### config.mk
export PLATFORM = sky130hd
export DESIGN_NAME = cfg_cmd_decoder
export DESIGN_NICKNAME = d
export VERILOG_FILES = /design/src/rtl/cfgdec_pkg.sv /design/src/rtl/cfgdec_fsm.sv /design/src/rtl/cfgdec_regfile.sv /design/src/rtl/cfgdec_rsp.sv /design/src/rtl/cfgdec_errcnt.sv /design/src/rtl/cfg_cmd_decoder.sv
export SDC_FILE = /design/constraint.sdc
export NUM_CORES = 2
export LEC_CHECK = 0
export BUFFER_PORTS_ARGS = -buffer_cell sky130_fd_sc_hd__buf_2
export CAP_MARGIN = 10
export CELL_PAD_IN_SITES_DETAIL_PLACEMENT = 1
export CELL_PAD_IN_SITES_GLOBAL_PLACEMENT = 1
export CORE_MARGIN = 5
export CORE_UTILIZATION = 48
export CTS_BUF_LIST = sky130_fd_sc_hd__clkbuf_2
export CTS_CLUSTER_DIAMETER = 150
export DETAILED_ROUTE_END_ITERATION = 16
export GPL_TIMING_DRIVEN = 0
export HOLD_SLACK_MARGIN = 0.15
export PLACE_DENSITY = 0.8
export SKIP_CTS_REPAIR_TIMING = 1
export SYNTH_ARGS = -nofsm -noshare
export SYNTH_HDL_FRONTEND = slang
export SYNTH_SLANG_ARGS = --single-unit
### constraint.sdc
create_clock -name clk -period 6.7 [get_ports clk]
set_input_delay 0 -clock clk [delete_from_list [all_inputs] [get_ports clk]]
set_output_delay 0 -clock clk [all_outputs]
set_load 0.02 [all_outputs]
### src/rtl/cfgdec_pkg.sv
`timescale 1ns/1ps
package cfgdec_pkg;
    localparam int          BYTE_W   = 8;
    localparam logic [7:0]  OP_READ  = 8'h55;
    localparam logic [7:0]  OP_WRITE = 8'h5a;
    localparam logic [7:0]  WR_KEY   = 8'h32;

    typedef enum logic [3:0] {
        ST_IDLE,
        ST_RD_KEY,
        ST_RD_ADDR,
        ST_RSP_WAIT,
        ST_WR_KEY,
        ST_WR_ADDR,
        ST_WR_DATA,
        ST_DROP_ADDR,
        ST_DROP_DATA
    } dec_state_t;
endpackage

### src/rtl/cfgdec_fsm.sv
`timescale 1ns/1ps
module cfgdec_fsm
    import cfgdec_pkg::*;
#(
    parameter int ADDR_W = 8
) (
    input  logic              clk,
    input  logic              rst_n,
    input  logic [BYTE_W-1:0] in_data,
    input  logic              in_valid,
    output logic              in_ready,
    input  logic              rsp_done,
    output logic              rsp_load,
    output logic              wr_en,
    output logic [ADDR_W-1:0] wr_addr,
    output logic              key_err
);
    dec_state_t        state_q, state_d;
    logic [ADDR_W-1:0] addr_q;
    logic              take;

    assign take = in_valid && in_ready;

    // state register
    always_ff @(posedge clk or negedge rst_n) begin
        if (!rst_n) state_q <= ST_IDLE;
        else        state_q <= state_d;
    end

    // captured write address
    always_ff @(posedge clk or negedge rst_n) begin
        if (!rst_n)                              addr_q <= '0;
        else if (state_q == ST_WR_ADDR && take)  addr_q <= in_data[ADDR_W-1:0];
    end

    // next state
    always_comb begin
        state_d = state_q;
        unique case (state_q)
            ST_IDLE: if (take) begin
                if (in_data == OP_READ)       state_d = ST_RD_KEY;
                else if (in_data == OP_WRITE) state_d = ST_WR_KEY;
                else                          state_d = ST_IDLE;
            end
            ST_RD_KEY:    if (take) state_d = ST_RD_ADDR;
            ST_RD_ADDR:   if (take) state_d = ST_RSP_WAIT;
            ST_RSP_WAIT:  if (rsp_done) state_d = ST_IDLE;
            ST_WR_KEY: if (take) begin
                if (in_data == WR_KEY) state_d = ST_WR_ADDR;
                else                   state_d = ST_DROP_ADDR;
            end
            ST_WR_ADDR:   if (take) state_d = ST_WR_DATA;
            ST_WR_DATA:   if (take) state_d = ST_IDLE;
            ST_DROP_ADDR: if (take) state_d = ST_DROP_DATA;
            ST_DROP_DATA: if (take) state_d = ST_IDLE;
            default:      state_d = ST_IDLE;
        endcase
    end

    // outputs
    always_comb begin
        in_ready = 1'b1;
        rsp_load = 1'b0;
        wr_en    = 1'b0;
        key_err  = 1'b0;
        unique case (state_q)
            ST_RSP_WAIT: in_ready = 1'b0;
            ST_RD_ADDR:  rsp_load = in_valid;
            ST_WR_DATA:  wr_en    = in_valid;
            ST_WR_KEY:   key_err  = in_valid && (in_data != WR_KEY);
            default:     ;
        endcase
    end

    assign wr_addr = addr_q;


    idle_discard_chk: assert property (@(posedge clk) disable iff (!rst_n)
        (state_q == ST_IDLE && take && in_data != OP_READ && in_data != OP_WRITE)
            |=> state_q == ST_IDLE);


    drop_path_chk: assert property (@(posedge clk) disable iff (!rst_n)
        key_err |=> (state_q == ST_DROP_ADDR && !wr_en));


    frame_count_chk: assert property (@(posedge clk) disable iff (!rst_n)
        (state_q == ST_WR_ADDR && take) |=> state_q == ST_WR_DATA);
endmodule

### src/rtl/cfgdec_regfile.sv
`timescale 1ns/1ps
module cfgdec_regfile
    import cfgdec_pkg::*;
#(
    parameter int ADDR_W = 8
) (
    input  logic              clk,
    input  logic              rst_n,
    input  logic              wr_en,
    input  logic [ADDR_W-1:0] wr_addr,
    input  logic [BYTE_W-1:0] wr_data,
    input  logic [ADDR_W-1:0] rd_addr,
    output logic [BYTE_W-1:0] rd_data
);
    localparam int DEPTH = 1 << ADDR_W;

    logic [BYTE_W-1:0] cells [DEPTH];

    for (genvar i = 0; i < DEPTH; i++) begin : g_cell
        logic [BYTE_W-1:0] cell_q;
        always_ff @(posedge clk or negedge rst_n) begin
            if (!rst_n)                                      cell_q <= '0;
            else if (wr_en && wr_addr == ADDR_W'(i))         cell_q <= wr_data;
        end
        assign cells[i] = cell_q;
    end

    assign rd_data = cells[rd_addr];


    store_chk: assert property (@(posedge clk) disable iff (!rst_n)
        wr_en |=> cells[$past(wr_addr)] == $past(wr_data));
endmodule

### src/rtl/cfgdec_rsp.sv
`timescale 1ns/1ps
module cfgdec_rsp
    import cfgdec_pkg::*;
(
    input  logic              clk,
    input  logic              rst_n,
    input  logic              load,
    input  logic [BYTE_W-1:0] load_data,
    output logic [BYTE_W-1:0] rsp_data,
    output logic              rsp_valid,
    input  logic              rsp_ready,
    output logic              done
);
    assign done = rsp_valid && rsp_ready;

    always_ff @(posedge clk or negedge rst_n) begin
        if (!rst_n) begin
            rsp_valid <= 1'b0;
            rsp_data  <= '0;
        end else if (load) begin
            rsp_valid <= 1'b1;
            rsp_data  <= load_data;
        end else if (done) begin
            rsp_valid <= 1'b0;
        end
    end


    hold_rsp_chk: assert property (@(posedge clk) disable iff (!rst_n)
        (rsp_valid && !rsp_ready) |=> (rsp_valid && $stable(rsp_data)));


    drop_valid_chk: assert property (@(posedge clk) disable iff (!rst_n)
        (done && !load) |=> !rsp_valid);
endmodule

### src/rtl/cfgdec_errcnt.sv
`timescale 1ns/1ps
module cfgdec_errcnt #(
    parameter int ERR_W = 8
) (
    input  logic             clk,
    input  logic             rst_n,
    input  logic             bump,
    output logic [ERR_W-1:0] count
);
    always_ff @(posedge clk or negedge rst_n) begin
        if (!rst_n)    count <= '0;
        else if (bump) count <= count + 1'b1;
    end


    step_one_chk: assert property (@(posedge clk) disable iff (!rst_n)
        !$stable(count) |-> count == $past(count) + 1'b1);
endmodule

### src/rtl/cfg_cmd_decoder.sv
`timescale 1ns/1ps
module cfg_cmd_decoder
    import cfgdec_pkg::*;
#(
    parameter int ADDR_W = 8,
    parameter int ERR_W  = 8
) (
    input  logic              clk,
    input  logic              rst_n,
    input  logic [7:0]        in_data,
    input  logic              in_valid,
    output logic              in_ready,
    output logic [7:0]        rsp_data,
    output logic              rsp_valid,
    input  logic              rsp_ready,
    output logic              bus_wr_en,
    output logic [ADDR_W-1:0] bus_addr,
    output logic [7:0]        bus_wr_data,
    output logic [ERR_W-1:0]  err_count
);
    logic              rsp_load, rsp_done, key_err;
    logic [BYTE_W-1:0] rd_data;

    cfgdec_fsm #(.ADDR_W(ADDR_W)) fsm_i (
        .clk      (clk),
        .rst_n    (rst_n),
        .in_data  (in_data),
        .in_valid (in_valid),
        .in_ready (in_ready),
        .rsp_done (rsp_done),
        .rsp_load (rsp_load),
        .wr_en    (bus_wr_en),
        .wr_addr  (bus_addr),
        .key_err  (key_err)
    );

    assign bus_wr_data = in_data;

    cfgdec_regfile #(.ADDR_W(ADDR_W)) regs_i (
        .clk     (clk),
        .rst_n   (rst_n),
        .wr_en   (bus_wr_en),
        .wr_addr (bus_addr),
        .wr_data (bus_wr_data),
        .rd_addr (in_data[ADDR_W-1:0]),
        .rd_data (rd_data)
    );

    cfgdec_rsp rsp_i (
        .clk       (clk),
        .rst_n     (rst_n),
        .load      (rsp_load),
        .load_data (rd_data),
        .rsp_data  (rsp_data),
        .rsp_valid (rsp_valid),
        .rsp_ready (rsp_ready),
        .done      (rsp_done)
    );

    cfgdec_errcnt #(.ERR_W(ERR_W)) err_i (
        .clk   (clk),
        .rst_n (rst_n),
        .bump  (key_err),
        .count (err_count)
    );


    stall_in_chk: assert property (@(posedge clk) disable iff (!rst_n)
        rsp_valid |-> !in_ready);


    rsp_origin_chk: assert property (@(posedge clk) disable iff (!rst_n)
        $rose(rsp_valid) |-> $past(in_valid && in_ready));


    no_rsp_on_write_chk: assert property (@(posedge clk) disable iff (!rst_n)
        bus_wr_en |-> !rsp_valid);
endmodule

Word level (Yosys, flattened, before mapping)
Index checks and enable logic that the tools add are counted.
Operators by class
  div/mod/pow operators: 0
  bitwise logic cells: 1
  shift operators: 0
  order comparisons: 1
  $add $sub $neg: 1
  reduce and logical (&&, ||, !) cells: 265
  equality and inequality tests: 275
  multiply operators: 0
  multiplexer cells: 21
Operator list (count)
  $eq 8x8->1 const B: 128
  $eq 8x7->1 const B: 66
  $eq 8x6->1 const B: 33
  $logic_and 1x1->1: 260
  $eq 8x5->1 const B: 16
  $bmux 8 s8: 1
  $eq 8x4->1 const B: 8
  $mux 4: 9
  $eq 8x3->1 const B: 4
  $pmux 4 s8: 1
  $eq 4x3->1 const B: 4
  $eq 8x2->1 const B: 2
  $mux 8: 2
  $ne 2x1->1 const B: 8
  $ge 9x9->1 const B: 1
  $not 8->9: 1
  $add 8x1->8 const B: 1
  $eq 4x2->1 const B: 2
  $eq 8x1->1 const B: 1
  $logic_not 8->1: 1
  $ne 8x6->1 const B: 1
  $reduce_and 8->1: 1
  $mux 1: 6
  $eq 4x1->1 const B: 1
  other kinds (6): 6
Word-level totals
  RAM bits: 0
  register bits: 2077
  memories kept: 0
  latch bits: 0
  word-level logic and storage cells: 825
  ROM bits: 0
  output and inout port bits: 35

Logic depth before layout (Yosys ltp)
  word-level depth: 5
  gate-level depth with buffers: 13
  gate-level depth less buffers: 7

Hierarchy
From an unflattened synthesis, not the netlist that was laid out.
Unflattened totals
  cell total of the unflattened synthesis: 6090
  area total of the unflattened synthesis: 94755.9 um^2
Modules (own cells, without submodules)
  cfgdec_regfile: cells each 5980, sequential area each 51249.2 um^2, area each 93359.5 um^2, times used 1
  cfgdec_fsm: cells each 53, sequential area each 300.3 um^2, area each 619.3 um^2, times used 1
  cfgdec_rsp: cells each 21, sequential area each 225.2 um^2, area each 375.4 um^2, times used 1
  cfgdec_errcnt: cells each 28, sequential area each 200.2 um^2, area each 341.6 um^2, times used 1
  cfg_cmd_decoder: cells each 8, sequential area each 0.0 um^2, area each 60.1 um^2, times used 1

Worst setup path after synthesis
Ideal clock, no wire load.
  kind: register -> register
  start point: register fsm_i.state_q[1]
  end point: register regs_i.g_cell[123].cell_q[0]
  stages on the path, launching flop included: 9
  setup slack: 4.202 ns
  required time: 6.575 ns
  arrival: 2.373 ns
  path buffers: 2
  path through: dfrtp_1 inv_1 nor4_4 nand3b_1 or2_2 buf_2 buf_4 nor2_2 mux2_2
On the way
  cells in the longest elaborated chain, start to end: 3
RTL lines
  start, declared: line cfgdec_fsm.sv:18  | dec_state_t state_q, state_d;
  start signal, assigned: line cfgdec_fsm.sv:27  | else state_q <= state_d;
  $eq 4x3->1: line cfgdec_fsm.sv:66  | unique case (state_q)
  $mux 1: line cfgdec_fsm.sv:66
  via bus_wr_en: line cfg_cmd_decoder.sv:16  | output logic bus_wr_en,
  $logic_and 1x1->1: line cfgdec_regfile.sv:23  | else if (wr_en && wr_addr == ADDR_W'(i)) cell_q <= wr_data;
  end signal, assigned: line cfgdec_regfile.sv:23
  end, declared: line cfgdec_regfile.sv:20  | logic [BYTE_W-1:0] cell_q;
The timed path passes the listed nets, and every way through them passes these cells.
A chain may end at the register's enable or synchronous reset.

Final worst setup path
  start point: input in_data[3]
  end point: register rsp_i.rsp_data[0]
On the way
  cells in the longest elaborated chain, start to end: 4
RTL lines
  start, declared: line cfg_cmd_decoder.sv:10  | input logic [7:0] in_data,
  $not 8->9 (not written as such): line cfgdec_regfile.sv:28  | assign rd_data = cells[rd_addr];
  $bmux 8 s8: line cfgdec_regfile.sv:28
  $mux 8 (not written as such) (2 in a row): line cfgdec_regfile.sv:28
  end signal, assigned: line cfgdec_rsp.sv:22  | rsp_data <= load_data;
  end, declared: line cfgdec_rsp.sv:9  | output logic [BYTE_W-1:0] rsp_data,
No other way between the ends. The select of a mux whose other input is x is not followed.

==> key figures <==
Placement
  • Input/output buffers: 39
  • DP Area: 98,890 um^2
  • Post-DP HPWL: 295,900 um
  • Routability cong.: 1.070

Timing
  • Layout Skew: 0.1997 ns
  • Period minus WS final: 4.685 ns
  • Worst-Margin Slew: 1.586 ns
  • RSZ-0062 raised after global routing: no
  • Slew HR: -0.05760
  • Final Max Tran Viols: 2
  • FMAX: 213.4 MHz
  • Sum of negative setup slack: 0 ns
  • Period utilisation layout: 0.6993
  • Fin Hold WS: 0.1441 ns
  • # setup viols final: 0
  • Endpoints failing hold: 0

Logic synthesis
  • Prevailing post-synth register cell: dfrtp_1
  • Largest area contributor in the netlist: dfrtp_1
  • Seq cells post-synth: 2,077
  • Simple-gate share of the synthesized area: 0.04651
  • Sequential-to-total area share from yosys stat: 0.5492
  • Syn Inst Count: 6,714
  • Distinct cell type count after synthesis: 68
  • Syn Nets: 6,727
  • Top-area cell type share of the netlist area: 0.5492
  • Synth Area in XOR/XNOR: 0.0006478
  • Number of synthesized flops with an enable pin: 0
  • Post-Syn Area: 94,640 um^2
  • Synth warn: 0
  • Largest family of logic cells by synthesized area: multiplexers
  • Post-synthesis compound-gate area fraction: 0.04210
  • Mux contribution to synthesized area: 0.3305
  • Syn avg cell area: 14.10 um^2
  • Synth Area in Adders: 0.0001322
  • Area contributors post-synth: dfrtp_1, mux2_2, mux4_2, nand2_1, o21ai_0
  • FFs w/ async S/R, synth: 1.000

Cells and area
  • Most frequent cells in the layout: dfrtp_1, mux2_2, clkbuf_2
  • Syn-to-layout area delta: 10.06%
  • Commonest non-fill, non-tap cell in the layout: dfrtp_1
  • Post-route cell area: 104,200 um^2
  • Util after Layout: 0.5292
  • Area occupied by multi-input gates: 39,780 um^2
  • Nets: 7,419
  • Sequential cell area: 51,970 um^2
  • Layout cells sized above 1: 0.4349
  • Fillers: 19,800

Worst setup path
  • Most frequent CP cell: dlygate4sd3_1
  • CP bufs+invs: 8
  • Slowest Stage Delay on Critical Path: 0.87 ns
  • Worst Setup Start Kind: primary input
  • Critical Path End Type: flip-flop
  • Cells along the critical path: dlygate4sd3_1 > buf_4 > buf_2 > buf_2 > buf_2 > mux4_2 > dlygate4sd3_1 > nand2_1 > nand2_1 > dlygate4sd3_1 > a211oi_1 > o31ai_1 > dlygate4sd3_1
  • Slowest-stage cell, CP: buf_2
  • Critical path type: in2reg
  • Crit. Startpoint: in_data[3]
  • Worst EP arrival: 6.56 ns
  • CP top delay family: buffers and inverters
  • WP depth: 13
  • R2r worst-path depth: 8
  • Worst R2R Start: fsm_i.state_q[1]
  • CP required: 8.58 ns
  • Crit path max fanout: 10

Global route
  • Total grt overflow: 0
  • GRT Resource Usage Total: 0.4129
  • First-pass GRT wire length: 582,800 um
  • Met1 global-route usage: 0.5096
  • Met2 Usage GRT: 0.5688
  • Grt met3 use: 0.1817
  • Largest net degree at the start of global routing: 177
  • GR peak layer: met2
  • Vias in the first global route: 72,260
  • Initial antenna violation count: 59

CTS
  • CTS max path bufs: 4
  • CTS tree: built
  • Cts bufs inserted: 570
  • Clk_lat worst skew: 2.01 ns
  • Worst-path clk slew: 0.11 ns
  • Root Driver: clkbuf_2
  • CTS sink cnt: 2,077
  • H-tree levels: 6

Power and ir drop
  • Peak VDD IR: 0.1550 mV
  • Leakage: 0.05023 uW
  • Pwr Density: 245.4 nW/um^2

Min path
  • Hold path cells: 6
  • Tightest Hold Check Type: in2reg
  • Hold Path Origin: in_valid

Floorplanning
  • Die Area: 206,100 um^2
  • Initial core utilization: 0.4809
  • Die Width: 454.0 um
  • IO Count: 47
  • Chip Height: 454.0 um
  • # rows: 163
  • Core footprint: 196,800 um^2

Routing
  • DRT Wirelength: 428,300 um
  • Vias/cell: 6.775
  • Pre-antenna DRT Iters: 6
  • DRC: 0
  • Routed length per instance: 41.07 um
  • DRT antenna net count: 0
  • Initial DRC Count: 10,080
  • DR vias: 70,640

Run status
  • Violated checks: max-slew violations
  • Outcome: complete, but fails checks

Flow run
  • Number of max-cap violations: 0
## where the power goes
| part | switching, uW | internal [uW] | total [uW] |
|---|---|---|---|
| combinational | 2400 | 809 | 3210 |
| clock | 5690 | 3540 | 9230 |
| sequential | 301 | 12800 | 13100 |
| total | 8390 | 17200 | 25600 |
## routing by layer
| metal | share of wire | wire length (um) |
|---|---|---|
| met1 | 0.35 | 150900 |
| met4 | 0.094 | 40220 |
| met2 | 0.41 | 177400 |
| met3 | 0.14 | 59670 |
| met5 | 0.00026 | 112 |
## sequential cells by signal, summed over array words and instances, names as in the netlist
name / count
fsm_i.wr_addr: 8
rsp_i.rsp_valid: 1
regs_i.g_cell.cell_q: 2048
rsp_i.rsp_data: 8
err_i.count: 8
fsm_i.state_q: 4
## final cells by class
cell class | instances | area share
sequential | 2077 | 0.4990
multi-input combinational | 4008 | 0.3819
clock buffer | 830 | 0.03988
tap | 2640 | 0.03171
buffer | 621 | 0.02799
timing repair buffer | 120 | 0.01308
clock inverter | 89 | 0.005297
antenna | 34 | 0.0008168
inverter | 8 | 0.0002883
## cell families after synthesis
family          Yosys count
buf+inv                 629
fa+ha+maj                 1
mux                    2263
flops                  2077
xor+xnor                  7
simple gates           1030
compound gates          707
## final timing paths
check,endpoint,slack [ns]
worst max-delay path,rsp_i.rsp_data[0],2.01
worst min register to register,regs_i.g_cell[86].cell_q[0],0.49
worst min-delay path,fsm_i.state_q[3],0.14
worst max register to register,rsp_i.rsp_data[0],2.18
max in group asynchronous,regs_i.g_cell[18].cell_q[4],2.91
min in group asynchronous,regs_i.g_cell[167].cell_q[1],0.34
## cells in the mapped netlist, drive strengths merged, types with 5 or more instances
cell / number
a211oi: 7
a21oi: 49
a221o: 5
a221oi: 26
a22oi: 26
a311oi: 7
a31oi: 9
a32oi: 13
and2: 5
and3: 6
buf: 233
clkbuf: 388
dfrtp: 2077
inv: 8
mux2: 1581
mux2i: 159
mux4: 523
nand2: 768
nand2b: 15
nand3: 36
nand4: 8
nor2: 136
nor2b: 16
nor3: 20
o211ai: 17
o21ai: 508
o221ai: 5
o22ai: 13
o31ai: 9
xnor2: 6
## tightest hold or removal path, cell delays in order
cell and delay [ns]:
dlygate4sd3_1 0.53, dlygate4sd3_1 0.55, buf_2 0.12, dlygate4sd3_1 0.61, nand2_2 0.16, o31ai_1 0.08
## stage by stage
stage	setup WS, ns	instances	power (uW)
2_1_floorplan	4.202	6714	14550
3_3_place_gp	-39.87	9393	16210
3_5_place_dp	1.427	9429	16350
4_1_cts	2.863	10350	25270
5_1_grt	2.221	10410	26220
6_report	2.015	10430	25570
No activity file was read; power rests on OpenSTA's default activity.
